==> config.mk <==
export PLATFORM = sky130hd
export DESIGN_NAME = addsub_unit
export DESIGN_NICKNAME = d
export VERILOG_FILES = /design/src/rtl/addsub_pkg.sv /design/src/rtl/addsub_opnd.sv /design/src/rtl/addsub_core.sv /design/src/rtl/addsub_cmpfix.sv /design/src/rtl/addsub_unit.sv
export SDC_FILE = /design/constraint.sdc
export NUM_CORES = 1
export LEC_CHECK = 0
export ABC_AREA = 1
export BUFFER_PORTS_ARGS = -buffer_cell sky130_fd_sc_hd__buf_2
export CAP_MARGIN = 5
export CELL_PAD_IN_SITES_DETAIL_PLACEMENT = 0
export CELL_PAD_IN_SITES_GLOBAL_PLACEMENT = 1
export CORE_ASPECT_RATIO = 1.25
export CORE_UTILIZATION = 35
export DETAILED_ROUTE_END_ITERATION = 8
export GPL_TIMING_DRIVEN = 0
export PLACE_DENSITY = 0.95
export SLEW_MARGIN = 10
export SYNTH_ARGS = -nofsm -noshare
export SYNTH_HDL_FRONTEND = slang
export SYNTH_SLANG_ARGS = --single-unit
==> constraint.sdc <==
create_clock -name vclk -period 7
set_clock_uncertainty 0.05 [all_clocks]
set_input_delay 1.4 -clock vclk [all_inputs]
set_output_delay 1.4 -clock vclk [all_outputs]
set_load 0.02 [all_outputs]
==> src/rtl/addsub_pkg.sv <==
`timescale 1ns/1ps
package addsub_pkg;
  localparam int OP_REV_BIT  = 0;
  localparam int OP_CIN_BIT  = 1;
  localparam int OP_KEEP_BIT = 2;
  localparam int OP_IMM_BIT  = 3;
  localparam int OP_W        = 4;
  localparam logic [OP_W-1:0] OP_CMP = 4'h5;

  typedef enum logic [1:0] {
    FN_NONE  = 2'b00,
    FN_CMP_S = 2'b01,
    FN_RSVD  = 2'b10,
    FN_CMP_U = 2'b11
  } fn_e;
endpackage

==> src/rtl/addsub_opnd.sv <==
`timescale 1ns/1ps
module addsub_opnd #(
  parameter int DATA_W = 32,
  parameter int IMM_W  = 16
) (
  input  logic [DATA_W-1:0] rb_i,
  input  logic [IMM_W-1:0]  imm_i,
  input  logic              use_imm_i,
  output logic [DATA_W-1:0] b_o
);
  logic [DATA_W-1:0] imm_ext;

  generate
    if (IMM_W < DATA_W) begin : g_sext
      localparam int EXT_W = DATA_W - IMM_W;
      assign imm_ext = {{EXT_W{imm_i[IMM_W-1]}}, imm_i};
    end else begin : g_trunc
      assign imm_ext = imm_i[DATA_W-1:0];
    end
  endgenerate

  assign b_o = use_imm_i ? imm_ext : rb_i;
endmodule

==> src/rtl/addsub_core.sv <==
`timescale 1ns/1ps
module addsub_core #(
  parameter int DATA_W = 32
) (
  input  logic [DATA_W-1:0] a_i,
  input  logic [DATA_W-1:0] b_i,
  input  logic              rev_i,
  input  logic              use_flag_i,
  input  logic              flag_i,
  output logic [DATA_W-1:0] sum_o,
  output logic              cout_o
);
  localparam int SUM_W = DATA_W + 1;

  logic [DATA_W-1:0] x;
  logic              cin;
  logic [SUM_W-1:0]  full;

  always_comb begin
    x    = rev_i ? ~a_i : a_i;
    // fixed carry-in is 1 for subtract, 0 for add
    cin  = use_flag_i ? flag_i : rev_i;
    full = {1'b0, x} + {1'b0, b_i} + {{DATA_W{1'b0}}, cin};
  end

  assign sum_o  = full[DATA_W-1:0];
  assign cout_o = full[DATA_W];
endmodule

==> src/rtl/addsub_cmpfix.sv <==
`timescale 1ns/1ps
module addsub_cmpfix #(
  parameter int DATA_W = 32
) (
  input  logic [DATA_W-1:0] diff_i,
  input  logic              a_msb_i,
  input  logic              b_msb_i,
  input  logic              cmp_en_i,
  input  logic              unsigned_i,
  output logic [DATA_W-1:0] res_o
);
  logic patch;

  always_comb begin
    patch = cmp_en_i && (a_msb_i ^ b_msb_i);
    res_o = diff_i;
    if (patch) res_o[DATA_W-1] = unsigned_i ? a_msb_i : b_msb_i;
  end
endmodule

==> src/rtl/addsub_unit.sv <==
`timescale 1ns/1ps
module addsub_unit
  import addsub_pkg::*;
#(
  parameter int DATA_W = 32,
  parameter int IMM_W  = 16
) (
  input  logic [DATA_W-1:0] a_i,
  input  logic [DATA_W-1:0] rb_i,
  input  logic [IMM_W-1:0]  imm_i,
  input  logic [OP_W-1:0]   op_i,
  input  logic [1:0]        func_i,
  input  logic              carry_i,
  output logic [DATA_W-1:0] result_o,
  output logic              carry_o,
  output logic              carry_we_o
);
  logic [DATA_W-1:0] b_eff;
  logic [DATA_W-1:0] diff;
  logic              cmp_en;
  logic              cmp_uns;

  // compare only on the reverse-keep code with a compare function
  assign cmp_en  = (op_i == OP_CMP) && (fn_e'(func_i) inside {FN_CMP_S, FN_CMP_U});
  assign cmp_uns = (fn_e'(func_i) == FN_CMP_U);

  addsub_opnd #(.DATA_W(DATA_W), .IMM_W(IMM_W)) u_opnd (
    .rb_i      (rb_i),
    .imm_i     (imm_i),
    .use_imm_i (op_i[OP_IMM_BIT]),
    .b_o       (b_eff)
  );

  addsub_core #(.DATA_W(DATA_W)) u_core (
    .a_i        (a_i),
    .b_i        (b_eff),
    .rev_i      (op_i[OP_REV_BIT]),
    .use_flag_i (op_i[OP_CIN_BIT]),
    .flag_i     (carry_i),
    .sum_o      (diff),
    .cout_o     (carry_o)
  );

  addsub_cmpfix #(.DATA_W(DATA_W)) u_fix (
    .diff_i     (diff),
    .a_msb_i    (a_i[DATA_W-1]),
    .b_msb_i    (b_eff[DATA_W-1]),
    .cmp_en_i   (cmp_en),
    .unsigned_i (cmp_uns),
    .res_o      (result_o)
  );

  assign carry_we_o = !op_i[OP_KEEP_BIT] && !cmp_en;
endmodule

==> results of run 1 <==
## layout by cell type, fill, tap and decap left out, types with 3 or more instances in the layout
cell type and n:
nand2_1 222, inv_1 56, ha_1 31, buf_2 123, nor3_1 9, o21bai_1 4
o21ai_0 14, nand4_1 5, xnor2_1 4, nand2_2 5, xor2_1 47, nand3_1 23
nor2_1 49, clkbuf_1 6, a21o_1 3, a21oi_1 36
## metrics by stage
step	cell area, um2	hold slack [ns]	cells	power, W
3_5_place_dp	3520	3.01	751	0.000551
3_3_place_gp	3520	3.01	751	0.000550
4_1_cts	3520	3.01	751	0.000555
5_1_grt	3520	3.02	751	0.000612
2_1_floorplan	2810	2.83	537	0.000383
6_report	3520	3.01	751	0.000554
## cell type report
| class | count | area share, % |
|---|---|---|
| well taps | 95 | 3.37 |
| plain buffers | 10 | 1.21 |
| multi-input cells | 470 | 72.5 |
| inverters | 57 | 6.07 |
| repair buffers | 119 | 16.9 |
## metal layers
metal  part of all wire (%)  wire length (um)
met1                     42              3940
met2                     52              4830
met3                    4.2               386
met4                    1.3               125
met5                      0                 0
## power groups by stage
stage,sequential [W],combinational [W],clock [W]
final,0,0.000554,0
after floorplan,0,0.000383,0
after global placement,0,0.000550,0
after global routing,0,0.000612,0
after detailed placement,0,0.000551,0
after CTS,0,0.000555,0
## kinds of logic after synthesis
| family | synth area share, % |
|---|---|
| buf+inv | 9.13 |
| fa+ha+maj | 15.2 |
| compound gates | 12.4 |
| simple gates | 47.0 |
| xor+xnor | 15.9 |
| mux | 0.356 |
## worst min-delay path by stage
stage,from,end,slack (ns)
floorplan,op_i[2],carry_we_o,2.83
global placement,op_i[2],carry_we_o,3.01
detailed placement,op_i[2],carry_we_o,3.01
CTS,op_i[2],carry_we_o,3.01
global route,op_i[2],carry_we_o,3.02
finish,op_i[2],carry_we_o,3.01
==> flow_summary_export.csv, run 1 <==
group,metric,value,unit
layout,nets,778,
timing,period_needed,5.65,ns
routing,ant_nets,0,
floorplanning,core_area,7790,um2
global_route,grt_use_met2,45.3,%
timing,finalSetupViolations,0,
layout,area_growth,25.4,%
placement,dpl.hpwl,8.21,mm
synthesis,synth_top_area_share,29.7,%
setup_path,arrival,4.20,ns
layout,nFlopsAndLatches,0,
synthesis,yosys.cell_count.top_type,"nand2_1",
power,power_frac_seq,0,%
placement,place_ws,1.31,ns
timing,slew_violations,0,
timing,totalNegativeSetupSlack,0,ns
timing,clock.fmax,177,MHz
placement,gp_congestion,0.982,
routing,dr.first_iter.drc_count,149,
routing,wirelength,9.28,mm
floorplanning,pin_count,121,
layout,seqCellArea,0,um2
global_route,antenna_found_initial,0,
global_route,grt_pass1_wl,14.8,mm
synthesis,syn_area,2810,um2
power,clockPowerShare,0,%
timing,fin_crit_sh,80.7,%
timing,worst_pin_slew,0.493,ns
power,p_sw,0.000363,W
power,leakage,2.15,nW
setup_path,cp_num_cells,16,
worst_hold_path,hold_depth,3,
setup_path,slowest_stage,"fa_1",
synthesis,syn-num-nets,657,
power,combPwrFrac,100.0,%
routing,firstDrtPassIters,4,
routing,wl_per_cell,12.4,um
synthesis,syn_area_per_cell,5.23,um2
flow_run,maxCapViolations,0,
setup_path,cp.buffers_inverters,4,
setup_path,max_stage_delay,0.42,ns
routing,viasPerCell,4.82,
floorplanning,rows,36,
layout,drive_gt1_share,20.7,%
setup_path,cp-endpoint,"result_o[26]",
outcome,status,"finished, final reports clean",
setup_path,required,5.55,ns
global_route,grt_max_degree,11,
power,peakVddDrop,0.000101,V
global_route,grt_use_met1,25.5,%
layout,clkbuf_count,0,
power,sw_frac_of_total,65.6,%
global_route,use_met3,0.357,%
clock_network,cts_setup_buffers,0,
layout,diodes,0,
setup_path,crit_path_frequent_cell,"nand2_1",
setup_path,cp_top_family,"buffers and inverters",
power,power_density,157,nW/um2
synthesis,yosysTopAreaCell,"nand2_1",
global_route,grt_overflow,0,
global_route,grt_pass1_vias,3443,
synthesis,synth_seq_area_share,0,%
timing,slew_headroom,67.1,%
synthesis,syn_inst,537,
global_route,grt_use_total,22.2,%
setup_path,criticalPathCategory,"input port to output pin",
worst_hold_path,hp-class,"input port to output pin",
layout,n_fill_cell,882,
setup_path,cp-end-kind,"output pin",
placement,numPortBuffers,119,
setup_path,cp_max_fo,10,
floorplanning,initial_core_util,36.1,%
floorplanning,die_y,102,um
floorplanning,dieArea,8390,um2
clock_network,ctsResizeCount,0,
synthesis,yosys-top-cells-count,"nand2_1, inv_1, nor2_1, xor2_1, a21oi_1",
floorplanning,die_w,82.1,um
power,p_int,0.000191,W
clock_network,holdBufCountCts,0,
global_route,grt_busiest_layer,"met2",
timing,hold_viol_final,0,
setup_path,start_kind,"input port",
routing,vias,3620,
layout,multi_input_area,2550,um2
synthesis,yosys_warnings,0,
setup_path,crit_start,"op_i[0]",
synthesis,synth.top_cells.by_area,"nand2_1, xor2_1, ha_1",
setup_path,worstPathCellList,"clkbuf_1 > buf_2 > xnor2_1 > fa_1 > inv_1 > fa_1 > nand2_1 > nand2_1 > nand3b_1 > nand2_1 > a21oi_1 > or2_1 > nand2_1 > nand2_1 > nand2_1 > buf_2",
layout,utilization,45.2,%
synthesis,ys_types,31,
timing,worst_slack,1.35,ns
timing,rsz0062_at_grt,"false",
routing,drcViolationCount,0,
No activity file was read; power rests on OpenSTA's default activity.
==> inputs of run 2 (changes only) <==
CORE_UTILIZATION = 29   (was 35)
PLACE_DENSITY = 0.85   (was 0.95)
clock period = 5.1 ns   (was 7 ns; I/O delays follow)
==> run 2 against run 1 <==
Sequential cell count did not move; first-iteration DRC count fell by 11%; count of clock-buffer cells in the layout did not move; via count rose by 1.3%; final cell count rose by 3.7%; hold slack got worse by 0.76 ns; final area rose by 1.1%; routed wire length rose by 3.2%; core utilization fell by 6.8 points.
==> flow_summary_export.csv, run 2 (synthesis gave the netlist of run 1 again) <==
group,metric,value,unit
timing,slew_headroom,65.7,%
power,leakage,2.15,nW
placement,numPortBuffers,119,
timing,period_needed,4.80,ns
routing,wl_per_cell,12.3,um
global_route,grt_use_total,18.7,%
timing,fin_crit_sh,94.1,%
timing,hold_viol_final,0,
timing,totalNegativeSetupSlack,0,ns
layout,final_cell_mix,"nand2_1, buf_2, inv_1, nor2_1, xor2_1",
floorplanning,pin_count,121,
layout,clkbuf_count,0,
placement,gp_congestion,0.961,
floorplanning,dieArea,10100,um2
routing,dr.first_iter.drc_count,132,
timing,clock.fmax,208,MHz
placement,place_ws,0.223,ns
placement,dpl.hpwl,8.53,mm
layout,final_common_cell,"nand2_1",
timing,worst_pin_slew,0.514,ns
outcome,status,"finished, final reports clean",
floorplanning,core_area,9270,um2
timing,holdWs,2.25,ns
layout,area_growth,26.8,%
layout,drive_gt1_share,20.7,%
routing,viasPerCell,4.71,
floorplanning,initial_core_util,30.3,%
flow_run,maxCapViolations,0,
worst_hold_path,hp-class,"input port to output pin",
power,peakVddDrop,0.000180,V
global_route,grt_pass1_vias,3505,
setup_path,required,4.03,ns
layout,diodes,0,
setup_path,cp_max_fo,10,
routing,firstDrtPassIters,4,
routing,drcViolationCount,0,
timing,finalSetupViolations,0,
timing,rsz0062_at_grt,"false",
worst_hold_path,min_to,"carry_we_o",
clock_network,cts_setup_buffers,0,
setup_path,arrival,3.73,ns
layout,nets,778,
layout,seqCellArea,0,um2
routing,vias,3668,
global_route,grt_overflow,0,
global_route,grt_pass1_wl,15.8,mm
global_route,antenna_found_initial,0,
floorplanning,die_w,90.0,um
timing,slew_violations,0,
floorplanning,die_y,112,um
setup_path,criticalPathCategory,"input port to output pin",
routing,ant_nets,0,
worst_hold_path,hold_depth,3,
layout,nFlopsAndLatches,0,
worst_hold_path,hold_start,"op_i[2]",
timing,worst_slack,0.299,ns
routing,wirelength,9.58,mm
setup_path,start_kind,"input port",
floorplanning,rows,39,
power,power_density,214,nW/um2
clock_network,holdBufCountCts,0,
global_route,grt_max_degree,11,
setup_path,cp-end-kind,"output pin",
## run 2: worst max path at each step
stage                   end  slack (ns)    start
5_1_grt        result_o[30]        0.01  op_i[0]
2_1_floorplan  result_o[12]        0.77  op_i[0]
3_5_place_dp   result_o[30]        0.22  op_i[0]
4_1_cts             carry_o        0.21  op_i[0]
3_3_place_gp   result_o[26]        0.29  op_i[0]
6_report            carry_o        0.30  op_i[0]
## run 2: repair_timing
action,4_1_cts,5_1_grt
hold endpoints to repair,0,0
resized for setup,0,1
endpoints found under the setup margin,0,3
## run 2: per-stage QoR
step                cells  cell area (um2)  power [W]  utilization (%)
CTS                   779             3560   0.000767             38.4
finish                779             3560   0.000764             38.4
detailed placement    779             3560   0.000762             38.4
global placement      779             3560   0.000760             38.4
floorplan             537             2810   0.000526                -
global route          779             3560   0.000846             38.4
## run 2: worst max-delay path, stage by stage
cell,delay [ns]
clkbuf_1,0.27
clkbuf_4,0.33
xnor2_1,0.13
fa_1,0.42
inv_1,0.16
fa_1,0.29
nand2_1,0.07
nand2_1,0.09
and2_4,0.16
nand2_1,0.06
nand2_2,0.12
nand2_1,0.08
nand2_2,0.10
nand2_1,0.07
nand2_1,0.08
nand2_1,0.05
nand2_1,0.07
buf_2,0.16
## run 2: per-layer routing
layer	global-route usage [%]	up-vias	wire (um)
met5	0	-	0
met4	4.41	0	249
met3	1.90	18	513
met2	35.1	117	4730
met1	22.7	1590	4080
li1	-	1943	-
## run 2: report_power, final
group | internal, W | switching, W
logic | 0.000262 | 0.000502
registers | 0 | 0
clock network | 0 | 0
## run 2: final cells by class
cell class,instances,area [um2]
inverter,57,214
fill,1114,5710
multi-input combinational,470,2550
buffer,10,45.0
tap,123,154
timing repair buffer,119,596
